[src/rtl/sstep_pkg.sv]
package sstep_pkg;

  typedef enum logic [1:0] {
    ST_RUN    = 2'd0,
    ST_HALT   = 2'd1,
    ST_RESUME = 2'd2
  } sstep_state_e;

  // An instruction spans two machine cycles when both address LSBs are set.
  function automatic logic is_two_cycle(input logic [1:0] addr_lsb);
    return &addr_lsb;
  endfunction

endpackage

[src/rtl/sstep_sync.sv]
module sstep_sync #(
  parameter logic RST_VAL = 1'b1
) (
  input  logic clk,
  input  logic rst,
  input  logic d_i,
  output logic q_o
);
  logic meta_q;
  logic sync_q;

  always_ff @(posedge clk) begin
    if (rst) begin
      meta_q <= RST_VAL;
      sync_q <= RST_VAL;
    end else begin
      meta_q <= d_i;
      sync_q <= meta_q;
    end
  end

  assign q_o = sync_q;
endmodule

[src/rtl/sstep_core.sv]
module sstep_core
  import sstep_pkg::*;
#(
  parameter int ADDR_W   = 12,
  parameter int CYC_CLKS = 4,
  parameter int TMR_W    = 16
) (
  input  logic              clk,
  input  logic              rst,
  input  logic              run_en_i,
  output logic              mc_end_o,
  output logic              instr_end_o,
  output logic [ADDR_W-1:0] pc_o,
  output logic [ADDR_W-1:0] pc_next_o,
  output logic [TMR_W-1:0]  tmr_o
);
  localparam int PH_W = (CYC_CLKS > 1) ? $clog2(CYC_CLKS) : 1;
  localparam logic [PH_W-1:0] PH_LAST = PH_W'(CYC_CLKS - 1);

  logic [PH_W-1:0]   ph_q;
  logic              second_q;
  logic [ADDR_W-1:0] pc_q;
  logic [TMR_W-1:0]  tmr_q;
  logic              two_cyc;
  logic              mc_end;
  logic              instr_end;
  logic [ADDR_W-1:0] pc_d;

  assign two_cyc   = is_two_cycle(pc_q[1:0]);
  assign mc_end    = run_en_i && (ph_q == PH_LAST);
  assign instr_end = mc_end && (second_q || !two_cyc);
  assign pc_d      = instr_end ? pc_q + ADDR_W'(1) : pc_q;

  always_ff @(posedge clk) begin
    if (rst) begin
      ph_q     <= '0;
      second_q <= 1'b0;
      pc_q     <= '0;
      tmr_q    <= '0;
    end else if (run_en_i) begin
      ph_q <= mc_end ? '0 : ph_q + PH_W'(1);
      if (mc_end) begin
        second_q <= !second_q && two_cyc;
        tmr_q    <= tmr_q + TMR_W'(1);
        pc_q     <= pc_d;
      end
    end
  end

  assign mc_end_o    = mc_end;
  assign instr_end_o = instr_end;
  assign pc_o        = pc_q;
  assign pc_next_o   = pc_d;
  assign tmr_o       = tmr_q;

  assert_frozen_R4: assert property (@(posedge clk) disable iff (rst)
    !run_en_i |=> ($stable(pc_q) && $stable(tmr_q)));

  assert_second_cycle_R3: assert property (@(posedge clk) disable iff (rst)
    second_q |-> is_two_cycle(pc_q[1:0]));

  assert_phase_range_R7: assert property (@(posedge clk) disable iff (rst)
    32'(ph_q) < CYC_CLKS);
endmodule

[src/rtl/sstep_fsm.sv]
module sstep_fsm
  import sstep_pkg::*;
(
  input  logic         clk,
  input  logic         rst,
  input  logic         req_s_i,
  input  logic         mc_end_i,
  input  logic         instr_end_i,
  output logic         run_en_o,
  output logic         halt_d_o,
  output sstep_state_e state_o
);
  sstep_state_e state_q;
  sstep_state_e state_d;

  always_comb begin
    state_d = state_q;
    unique case (state_q)
      ST_RUN: begin
        if (instr_end_i && !req_s_i) state_d = ST_HALT;
      end
      ST_HALT: begin
        if (req_s_i) state_d = ST_RESUME;
      end
      ST_RESUME: begin
        if (instr_end_i && !req_s_i) state_d = ST_HALT;
        else if (mc_end_i)           state_d = ST_RUN;
      end
      default: state_d = ST_RUN;
    endcase
  end

  always_ff @(posedge clk) begin
    if (rst) state_q <= ST_RUN;
    else     state_q <= state_d;
  end

  assign run_en_o = (state_q != ST_HALT);
  assign halt_d_o = (state_d == ST_HALT);
  assign state_o  = state_q;

  assert_halt_needs_request_R2: assert property (@(posedge clk) disable iff (rst)
    $rose(state_q == ST_HALT) |-> !$past(req_s_i));

  assert_resume_one_fetch_R6: assert property (@(posedge clk) disable iff (rst)
    (state_q == ST_RESUME && !mc_end_i) |=> (state_q == ST_RESUME));

  assert_halt_held_R4: assert property (@(posedge clk) disable iff (rst)
    (state_q == ST_HALT && !req_s_i) |=> (state_q == ST_HALT));
endmodule

[src/rtl/sstep_out.sv]
module sstep_out #(
  parameter int BUS_W  = 8,
  parameter int PORT_W = 8,
  parameter int ADDR_W = BUS_W + PORT_W / 2
) (
  input  logic              clk,
  input  logic              rst,
  input  logic              halt_d_i,
  input  logic [ADDR_W-1:0] addr_d_i,
  input  logic              bus_we_i,
  input  logic [BUS_W-1:0]  bus_wdata_i,
  output logic              ale_o,
  output logic [BUS_W-1:0]  bus_o,
  output logic              bus_oe_o,
  output logic [PORT_W-1:0] port_o
);
  localparam int HI_W = ADDR_W - BUS_W;
  localparam int PAD_W = PORT_W - HI_W;

  logic [BUS_W-1:0]  buf_q, buf_d;
  logic              vld_q, vld_d;
  logic              ale_q, oe_q;
  logic [BUS_W-1:0]  bus_q;
  logic [PORT_W-1:0] port_q;

  always_comb begin
    buf_d = buf_q;
    vld_d = vld_q;
    if (halt_d_i) begin
      buf_d = '0;
      vld_d = 1'b0;
    end else if (bus_we_i) begin
      buf_d = bus_wdata_i;
      vld_d = 1'b1;
    end
  end

  always_ff @(posedge clk) begin
    if (rst) begin
      buf_q  <= '0;
      vld_q  <= 1'b0;
      ale_q  <= 1'b0;
      oe_q   <= 1'b0;
      bus_q  <= '0;
      port_q <= '0;
    end else begin
      buf_q <= buf_d;
      vld_q <= vld_d;
      ale_q <= halt_d_i;
      if (halt_d_i) begin
        oe_q   <= 1'b1;
        bus_q  <= addr_d_i[BUS_W-1:0];
        port_q <= {{PAD_W{1'b0}}, addr_d_i[ADDR_W-1:BUS_W]};
      end else begin
        oe_q   <= vld_d;
        bus_q  <= vld_d ? buf_d : '0;
        port_q <= '0;
      end
    end
  end

  assign ale_o    = ale_q;
  assign bus_o    = bus_q;
  assign bus_oe_o = oe_q;
  assign port_o   = port_q;

  assert_addr_driven_R5: assert property (@(posedge clk) disable iff (rst)
    ale_q |-> oe_q);

  assert_port_upper_zero_R5: assert property (@(posedge clk) disable iff (rst)
    port_q[PORT_W-1:HI_W] == '0);

  assert_buffer_dropped_R8: assert property (@(posedge clk) disable iff (rst)
    $fell(ale_q) |-> (!oe_q || $past(bus_we_i)));
endmodule

[src/rtl/sstep_unit.sv]
module sstep_unit
  import sstep_pkg::*;
#(
  parameter int BUS_W    = 8,
  parameter int PORT_W   = 8,
  parameter int CYC_CLKS = 4,
  parameter int TMR_W    = 16
) (
  input  logic              clk,
  input  logic              rst,
  input  logic              step_req_n_i,
  input  logic              bus_we_i,
  input  logic [BUS_W-1:0]  bus_wdata_i,
  output logic              ale_o,
  output logic [BUS_W-1:0]  bus_o,
  output logic              bus_oe_o,
  output logic [PORT_W-1:0] port_o,
  output logic [TMR_W-1:0]  mcyc_cnt_o
);
  localparam int ADDR_W = BUS_W + PORT_W / 2;

  logic              req_s;
  logic              run_en;
  logic              halt_d;
  logic              mc_end;
  logic              instr_end;
  logic [ADDR_W-1:0] pc_q;
  logic [ADDR_W-1:0] pc_d;
  sstep_state_e      state;

  sstep_sync #(.RST_VAL(1'b1)) i_sync (
    .clk (clk),
    .rst (rst),
    .d_i (step_req_n_i),
    .q_o (req_s)
  );

  sstep_core #(
    .ADDR_W  (ADDR_W),
    .CYC_CLKS(CYC_CLKS),
    .TMR_W   (TMR_W)
  ) i_core (
    .clk        (clk),
    .rst        (rst),
    .run_en_i   (run_en),
    .mc_end_o   (mc_end),
    .instr_end_o(instr_end),
    .pc_o       (pc_q),
    .pc_next_o  (pc_d),
    .tmr_o      (mcyc_cnt_o)
  );

  sstep_fsm i_fsm (
    .clk        (clk),
    .rst        (rst),
    .req_s_i    (req_s),
    .mc_end_i   (mc_end),
    .instr_end_i(instr_end),
    .run_en_o   (run_en),
    .halt_d_o   (halt_d),
    .state_o    (state)
  );

  sstep_out #(
    .BUS_W (BUS_W),
    .PORT_W(PORT_W),
    .ADDR_W(ADDR_W)
  ) i_out (
    .clk        (clk),
    .rst        (rst),
    .halt_d_i   (halt_d),
    .addr_d_i   (pc_d),
    .bus_we_i   (bus_we_i),
    .bus_wdata_i(bus_wdata_i),
    .ale_o      (ale_o),
    .bus_o      (bus_o),
    .bus_oe_o   (bus_oe_o),
    .port_o     (port_o)
  );

  assert_halt_at_boundary_R2: assert property (@(posedge clk) disable iff (rst)
    $rose(ale_o) |-> $past(instr_end));

  assert_exit_on_release_R6: assert property (@(posedge clk) disable iff (rst)
    $fell(ale_o) |-> $past(req_s));

  assert_halted_addr_stable_R4: assert property (@(posedge clk) disable iff (rst)
    (state == ST_HALT && ale_o) |-> (bus_o == pc_q[BUS_W-1:0]));
endmodule

[config.mk]
export PLATFORM = sky130hd
export DESIGN_NAME = sstep_unit
export DESIGN_NICKNAME = d
export VERILOG_FILES = /design/src/rtl/sstep_pkg.sv /design/src/rtl/sstep_sync.sv /design/src/rtl/sstep_core.sv /design/src/rtl/sstep_fsm.sv /design/src/rtl/sstep_out.sv /design/src/rtl/sstep_unit.sv
export SDC_FILE = /design/constraint.sdc
export NUM_CORES = 1
export LEC_CHECK = 0
export CAP_MARGIN = 15
export CORE_MARGIN = 1
export CORE_UTILIZATION = 49
export CTS_BUF_LIST = sky130_fd_sc_hd__clkbuf_2
export DETAILED_ROUTE_END_ITERATION = 7
export MAX_ROUTING_LAYER = met4
export PLACE_DENSITY = 0.8
export SLEW_MARGIN = 40
export SYNTH_ARGS = -nofsm -noshare
export SYNTH_HDL_FRONTEND = slang
export SYNTH_HIERARCHICAL = 1
export SYNTH_SLANG_ARGS = --single-unit
[constraint.sdc]
create_clock -name clk -period 6.1 [get_ports clk]
set_input_delay 1.22 -clock clk [delete_from_list [all_inputs] [get_ports clk]]
set_output_delay 1.22 -clock clk [all_outputs]
set_load 0.01 [all_outputs]
==> run metrics, run 1 <==
die footprint=0.00525 mm²; #FFs+latches synth=58; total power per unit cell area=215 mW/mm²; clock share of power=29.2%; Crit Reg-Reg Endpoint=i_out/bus_o[1]; r2r setup slk=3.66 ns; switching share of power=roughly 26%; Worst EP arrival=between 1.5 and 2 ns; Initial Utilization=51.2%; share of the core filled with cells=61.6%; first-pass GRT wire length=7090 µm; min-delay src=i_sync/meta_q; share of power burned in registers=between 60% and 70%; GRT Util Overall=18.7%; setup repair bufs after CTS=0; status=completed; CTS Hold Bufs=0; setup TNS=0 ns; synth top area cells=dfxtp_1 48%, xnor2_1 5.0%, nor2_1 4.9%; IO Count=46; DRT Wirelength=approximately 4300 µm; Placement Rows=25; VDD IR max=0.000123 V; syn_area_per_cell=9.77 µm²; most frequent cells in the layout=58 x dfxtp_1, 40 x clkdlybuf4s50_1, 32 x nor2_1, 16 x nor2b_1; # resized after CTS=0; wire length on met3=196 µm; Initial DRC Count=83; Critical Path RT=roughly 4.9 ns; Psw=0.000163 W; largest net degree at the start of global routing=25; HP Class=flip-flop to flip-flop; Max Cap Viol=0; combinational fraction of design power=7.9%; Area Growth Syn to Fin=20.4%; Worst Path Max Fanout=7; Final min period=around 2.8 ns; R2R cell count=7; clock-pin slew on the worst setup and hold paths=0.14 ns; CTS tree=built; wire length per cell=approximately 12 µm; Die Ht=approximately 72 µm; Mapped Cells=~250; synthesized area=0.00243 mm²; crit path buf inv count=1; commonest non-fill, non-tap cell in the layout=dfxtp_1; met1 wire length=slightly below 2000 µm; Netlist cell types=43; post-synth top area cell=dfxtp_1; I/O Buffers=41; Final HPWL DP=2990 µm; cts bufs inserted=9; FF-to-FF Start=i_fsm/state_o[0]; CTS root buf=clkbuf_2; Tcrit/Tclk final=45.8%; worst path cell trace=clkdlybuf4s50_1; P_leak=1.13 nW; max frequency=358 MHz; post-synthesis sequential area ratio=47.7%; Final setup viols=0; Slew @ Worst Pin=0.570 ns; Max Used Layer=met4; vias per inst=about 4.9; hold endpoint=i_sync/q_o; 1st-pass router iterations=4; Synth Warn #=6; met2 WL=1990 µm; Critical-path top delay cell=clkdlybuf4s50_1; Layout Skew=roughly 0.013 ns; Rel. slew slack=61.9%; cell internal pwr=0.000466 W; Die W=72.5 µm; max-slew violation count=0; post-synth top area share=47.7%; Final Hold Fails=0; critical path's top delay family=buffers and inverters; type of origin of the critical path=flip-flop; kind of critical path=flip-flop to output pin; clk sinks=58; cell count of the worst hold path=1; Core Area=0.00475 mm²; Fillers=444; ant diodes=0; RD Place Congestion=0.783; Post-route DRC=0; vias in the first global route=1644; share of cells above drive strength 1=11.1%; initial antenna violation count=0; H-tree depth=3; RSZ-0062 raised after global routing=false; GRT overflow=0; delay of the slowest critical-path stage=0.60 ns; CP Capture Type=output pin; fin nets=307; crit path from=i_core/tmr_o[3]; Worst-Skew Late Latency=about 0.48 ns; via count=1794; largest buffer count on any clock path=2; post-route ant nets=0
-- per-layer routing --
metal	GRT usage, %	up-vias
met4	9.15	0
met2	28.2	36
met5	-	-
li1	-	926
met1	21.2	822
met3	7.92	10
-- kinds of logic (layout without fill, tap and decap cells) --
family	Yosys count	in the layout	share of synthesized area [%]
buf+inv	27	72	5.81
simple gates	107	107	24.8
compound gates	16	16	5.40
flops	58	58	47.7
other cells	1	4	0.154
xor+xnor	20	20	7.20
mux	17	17	7.36
fa+ha+maj	3	3	1.54
-- cells in the mapped netlist (all sizes together) --
| cell type | number |
|---|---|
| nor3b | 1 |
| or4b | 1 |
| xor2 | 6 |
| nand2 | 10 |
| a21oi | 4 |
| nor4 | 4 |
| inv | 14 |
| nand3 | 9 |
| mux2 | 7 |
| or2b | 2 |
| nor3 | 6 |
| o32ai | 9 |
| nor2b | 16 |
| nor4b | 2 |
| and4 | 3 |
| dfxtp | 58 |
| nor2 | 33 |
| o21ai | 2 |
| or3 | 3 |
| ha | 3 |
| mux2i | 10 |
| and3 | 3 |
| a211oi | 1 |
| nand4 | 6 |
| conb | 1 |
| nand2b | 1 |
| and2 | 4 |
| xnor2 | 14 |
| buf | 11 |
| clkbuf | 2 |
| or2 | 3 |
-- per-stage QoR --
| step | cell area [µm²] | instances | total power, W | hold WS (ns) | setup slack, ns |
|---|---|---|---|---|---|
| finish | 2930 | 364 | 0.000628 | 0.433 | 3.31 |
| detailed placement | 2860 | 348 | 0.000454 | 0.400 | 2.94 |
| global placement | 2860 | 348 | 0.000452 | 0.389 | 3.00 |
| global route | 2930 | 364 | 0.000660 | 0.464 | 3.20 |
| CTS | 2930 | 364 | 0.000637 | 0.434 | 3.27 |
| floorplan | 2440 | 252 | 0.000436 | 0.383 | 3.84 |
-- power groups by stage --
stage / sequential (W) / clock [W] / combinational, W
2_1_floorplan: 0.000404 / 0 / 0.0000316
3_3_place_gp: 0.000403 / 0 / 0.0000488
6_report: 0.000395 / 0.000184 / 0.0000497
4_1_cts: 0.000395 / 0.000192 / 0.0000506
5_1_grt: 0.000396 / 0.000209 / 0.0000551
3_5_place_dp: 0.000403 / 0 / 0.0000504
-- sequential cells by signal, indices dropped and copies added (netlist names) --
register / count
i_core/second_q: 1
i_out/bus_oe_o: 1
i_sync/q_o: 1
i_out/port_o: 4
i_core/pc_o: 12
i_sync/meta_q: 1
i_out/vld_q: 1
i_out/buf_q: 8
i_out/ale_o: 1
i_out/bus_o: 8
i_core/ph_q: 2
i_core/tmr_o: 16
i_fsm/state_o: 2
-- worst reg2reg max path: stages (launching register included) --
cell and delay [ns]:
dfxtp_1 0.34, or2b_1 0.39, nand2_2 0.17, nor2_1 0.37, nand2b_1 0.13, a21oi_1 0.22, or2_1 0.50, o32ai_1 0.19
-- final cells by class --
cell class / count / area, µm² / share of cell area (%)
Clock buffer: 11 / 55.1 / 1.88
Clock inverter: 5 / 21.3 / 0.726
Inverter: 14 / 52.6 / 1.79
Multi-Input combinational cell: 167 / 1140 / 39.0
Sequential cell: 58 / 1160 / 39.7
Tap cell: 67 / 83.8 / 2.86
Timing Repair Buffer: 42 / 413 / 14.1
-- worst max path at each step --
stage,endpoint,slack (ns),depth (start not counted)
2_1_floorplan,i_core/tmr_o[0],3.84,4
3_3_place_gp,i_out/bus_o[6],3.00,3
3_5_place_dp,i_out/bus_o[1],2.94,3
4_1_cts,mcyc_cnt_o[3],3.27,1
5_1_grt,mcyc_cnt_o[3],3.20,1
6_report,mcyc_cnt_o[3],3.31,1
No activity file was read; power rests on OpenSTA's default activity.
==> run 2: changes to the inputs <==
==> constraint.sdc (replaced) <==
create_clock -name clk -period 2.7 [get_ports clk]
set_input_delay 0.54 -clock clk [delete_from_list [all_inputs] [get_ports clk]]
set_output_delay 0.54 -clock clk [all_outputs]
set_load 0.01 [all_outputs]
==> run 2 against run 1 <==
Against the previous run:
- clock skew up 0.0042 ns
- largest power group unchanged
- sequential power increased by 130%
- utilization rose by 0.87 points
- hold slack worse by 0.0073 ns
- first-iteration DRC count shrank 3.6%
- non-clock buffer count rose by 1
- sequential share of layout area decreased by 0.55 points
- die area is the same
==> run metrics, run 2 (synthesis gave the netlist of run 1 again) <==
CTS Hold Bufs=0 (unchanged); Area Growth Syn to Fin=22.1%; clock share of power=33.9% (+4.7 points); setup repair bufs after CTS=0 (unchanged); r2r setup slk=0.33 ns (-3.33 ns); Slew @ Worst Pin=0.564 ns (-0.00574 ns); IO Count=46 (unchanged); RSZ-0062 raised after global routing=false; Final min period=2.37 ns; Final HPWL DP=3050 µm (+2.0%); crit path from=i_fsm/state_o[0]; setup TNS=0 ns (unchanged); Worst EP arrival=2.72 ns (+1.15 ns); Tcrit/Tclk final=about 88%; Layout Skew=0.0174 ns (+0.00420 ns); clock-pin slew on the worst setup and hold paths=0.16 ns (+0.02 ns); crit path buf inv count=0 (-1); DRT Wirelength=4260 µm (-0.37%); Critical Path RT=3.05 ns (-1.83 ns); Total Power=0.00152 W (+140%); ant diodes=0 (unchanged); vias per inst=4.94 (+0.17%); type of origin of the critical path=flip-flop; Die W=72.5 µm (unchanged); total power per unit cell area=514 mW/mm² (+140%); cell internal pwr=0.00114 W (+150%); HP Class=flip-flop to flip-flop; clk sinks=58 (unchanged); post-route ant nets=0 (unchanged); combinational fraction of design power=7.5% (-0.4 points); kind of critical path=flip-flop to flip-flop; Worst Path Max Fanout=17 (+10); max FFs per register=16 (unchanged); wire length per cell=11.7 µm (-0.65%); die footprint=0.00525 mm² (unchanged); VDD IR max=0.000274 V (+120%); I/O Buffers=41 (unchanged); status=completed; Initial DRC Count=80 (-3.6%); worst path cell trace=or2b_1 > nand2_2 > nor2_1 > nand2b_1 > a21oi_1 > or2_1 > o32ai_1; Placement Rows=25 (unchanged); Final Hold Fails=0 (unchanged); cts bufs inserted=9 (unchanged); share of cells above drive strength 1=12.1% (+0.97 points); share of power burned in registers=58.6% (-4.3 points); Final setup viols=0 (unchanged); via count=1802 (+0.45%); Worst-Skew Late Latency=0.47 ns (about the same); CTS tree=built; P_leak=1.16 nW (+1.9%); Die Ht=72.5 µm (unchanged); max-slew violation count=0 (unchanged); vias in the first global route=1638 (-0.36%); max frequency=about 420 MHz; critical path's top delay family=simple AND/OR/NAND/NOR gates; GRT Util Overall=18.4% (-0.27 points); Initial Utilization=51.2% (unchanged); first-pass GRT wire length=7090 µm (unchanged); # resized after CTS=0 (unchanged); FF-to-FF Start=i_fsm/state_o[0]; commonest non-fill, non-tap cell in the layout=dfxtp_1; CP Capture Type=flip-flop; initial antenna violation count=0 (unchanged); most frequent cells in the layout=58 x dfxtp_1, 41 x clkdlybuf4s50_1, 32 x nor2_1, 16 x nor2b_1; CTS root buf=clkbuf_2; switching share of power=25.1% (-0.74 points); delay of the slowest critical-path stage=0.50 ns (-0.10 ns); Core Area=0.00475 mm² (unchanged); RD Place Congestion=0.785 (+0.22%); 1st-pass router iterations=4 (unchanged); Psw=0.000383 W (+140%); Critical-path top delay cell=or2_1; H-tree depth=3 (unchanged); min-delay src=i_sync/meta_q; Placed Cells=349 (+0.29%); Post-route DRC=0 (unchanged); largest net degree at the start of global routing=31 (+24%); fin nets=308 (+0.33%); Rel. slew slack=62.3% (+0.38 points); post-route non-filler standard cell count=365 (+0.27%); largest buffer count on any clock path=2 (unchanged); GRT overflow=0 (unchanged); Max Cap Viol=0 (unchanged)
[run 2: changes by cell type in the layout (fill, tap and decap cells not counted), sizes merged]
| cell | before | now |
|---|---|---|
| bufinv | 0 | 1 |
| clkdlybuf4s50 | 40 | 41 |
| clkinv | 5 | 6 |
| clkbuf | 11 | 9 |
[run 2: final cells by class]
class / count / area (µm²)
fill: 404 / 1790
inverter: 14 / 52.6
clock inverter: 7 / 60.1
multi-input combinational: 167 / 1140
clock buffer: 9 / 45.0
tap: 67 / 83.8
sequential: 58 / 1160
timing repair buffer: 43 / 425
[run 2: final timing paths]
check / cells past startpoint / to
min: 1 / i_sync/q_o
max: 7 / i_out/bus_o[3]
min reg2reg: 1 / i_sync/q_o
max reg2reg: 7 / i_out/bus_o[3]
[run 2: layer usage]
metal | vias up | global-route usage, % | part of all wire [%]
li1 | 925 | - | -
met1 | 829 | 22.1 | 48
met2 | 38 | 26.8 | 46
met3 | 10 | 5.83 | 4.0
met4 | 0 | 11.3 | 2.1
met5 | - | - | 0
[run 2: power by group through the flow]
stage               clock network, W  registers [W]  logic (W)
CTS                         0.000532       0.000893   0.000116
floorplan                          0       0.000914  0.0000715
detailed placement                 0       0.000911   0.000115
global placement                   0       0.000911   0.000112
global route                0.000573       0.000896   0.000126
finish                      0.000517       0.000893   0.000115
[run 2: per-stage QoR]
stage	util, %	instance area, µm²	hold slack, ns	worst slack, ns
2_1_floorplan	-	2440	0.383	0.737
3_3_place_gp	60.2	2860	0.387	0.466
3_5_place_dp	60.2	2860	0.396	0.401
4_1_cts	62.4	2970	0.431	0.352
5_1_grt	62.4	2970	0.459	0.0762
6_report	62.4	2970	0.425	0.330
==> run 3: changes to the inputs <==
--- a/config.mk
+++ b/config.mk
@@ -6,7 +6,6 @@
 export NUM_CORES = 1
 export LEC_CHECK = 0
 export CAP_MARGIN = 15
-export CORE_MARGIN = 1
 export CORE_UTILIZATION = 49
 export CTS_BUF_LIST = sky130_fd_sc_hd__clkbuf_2
 export DETAILED_ROUTE_END_ITERATION = 7
==> results of run 3 <==
Same layout as run 2: the final DEF is identical, and so are final timing and power.
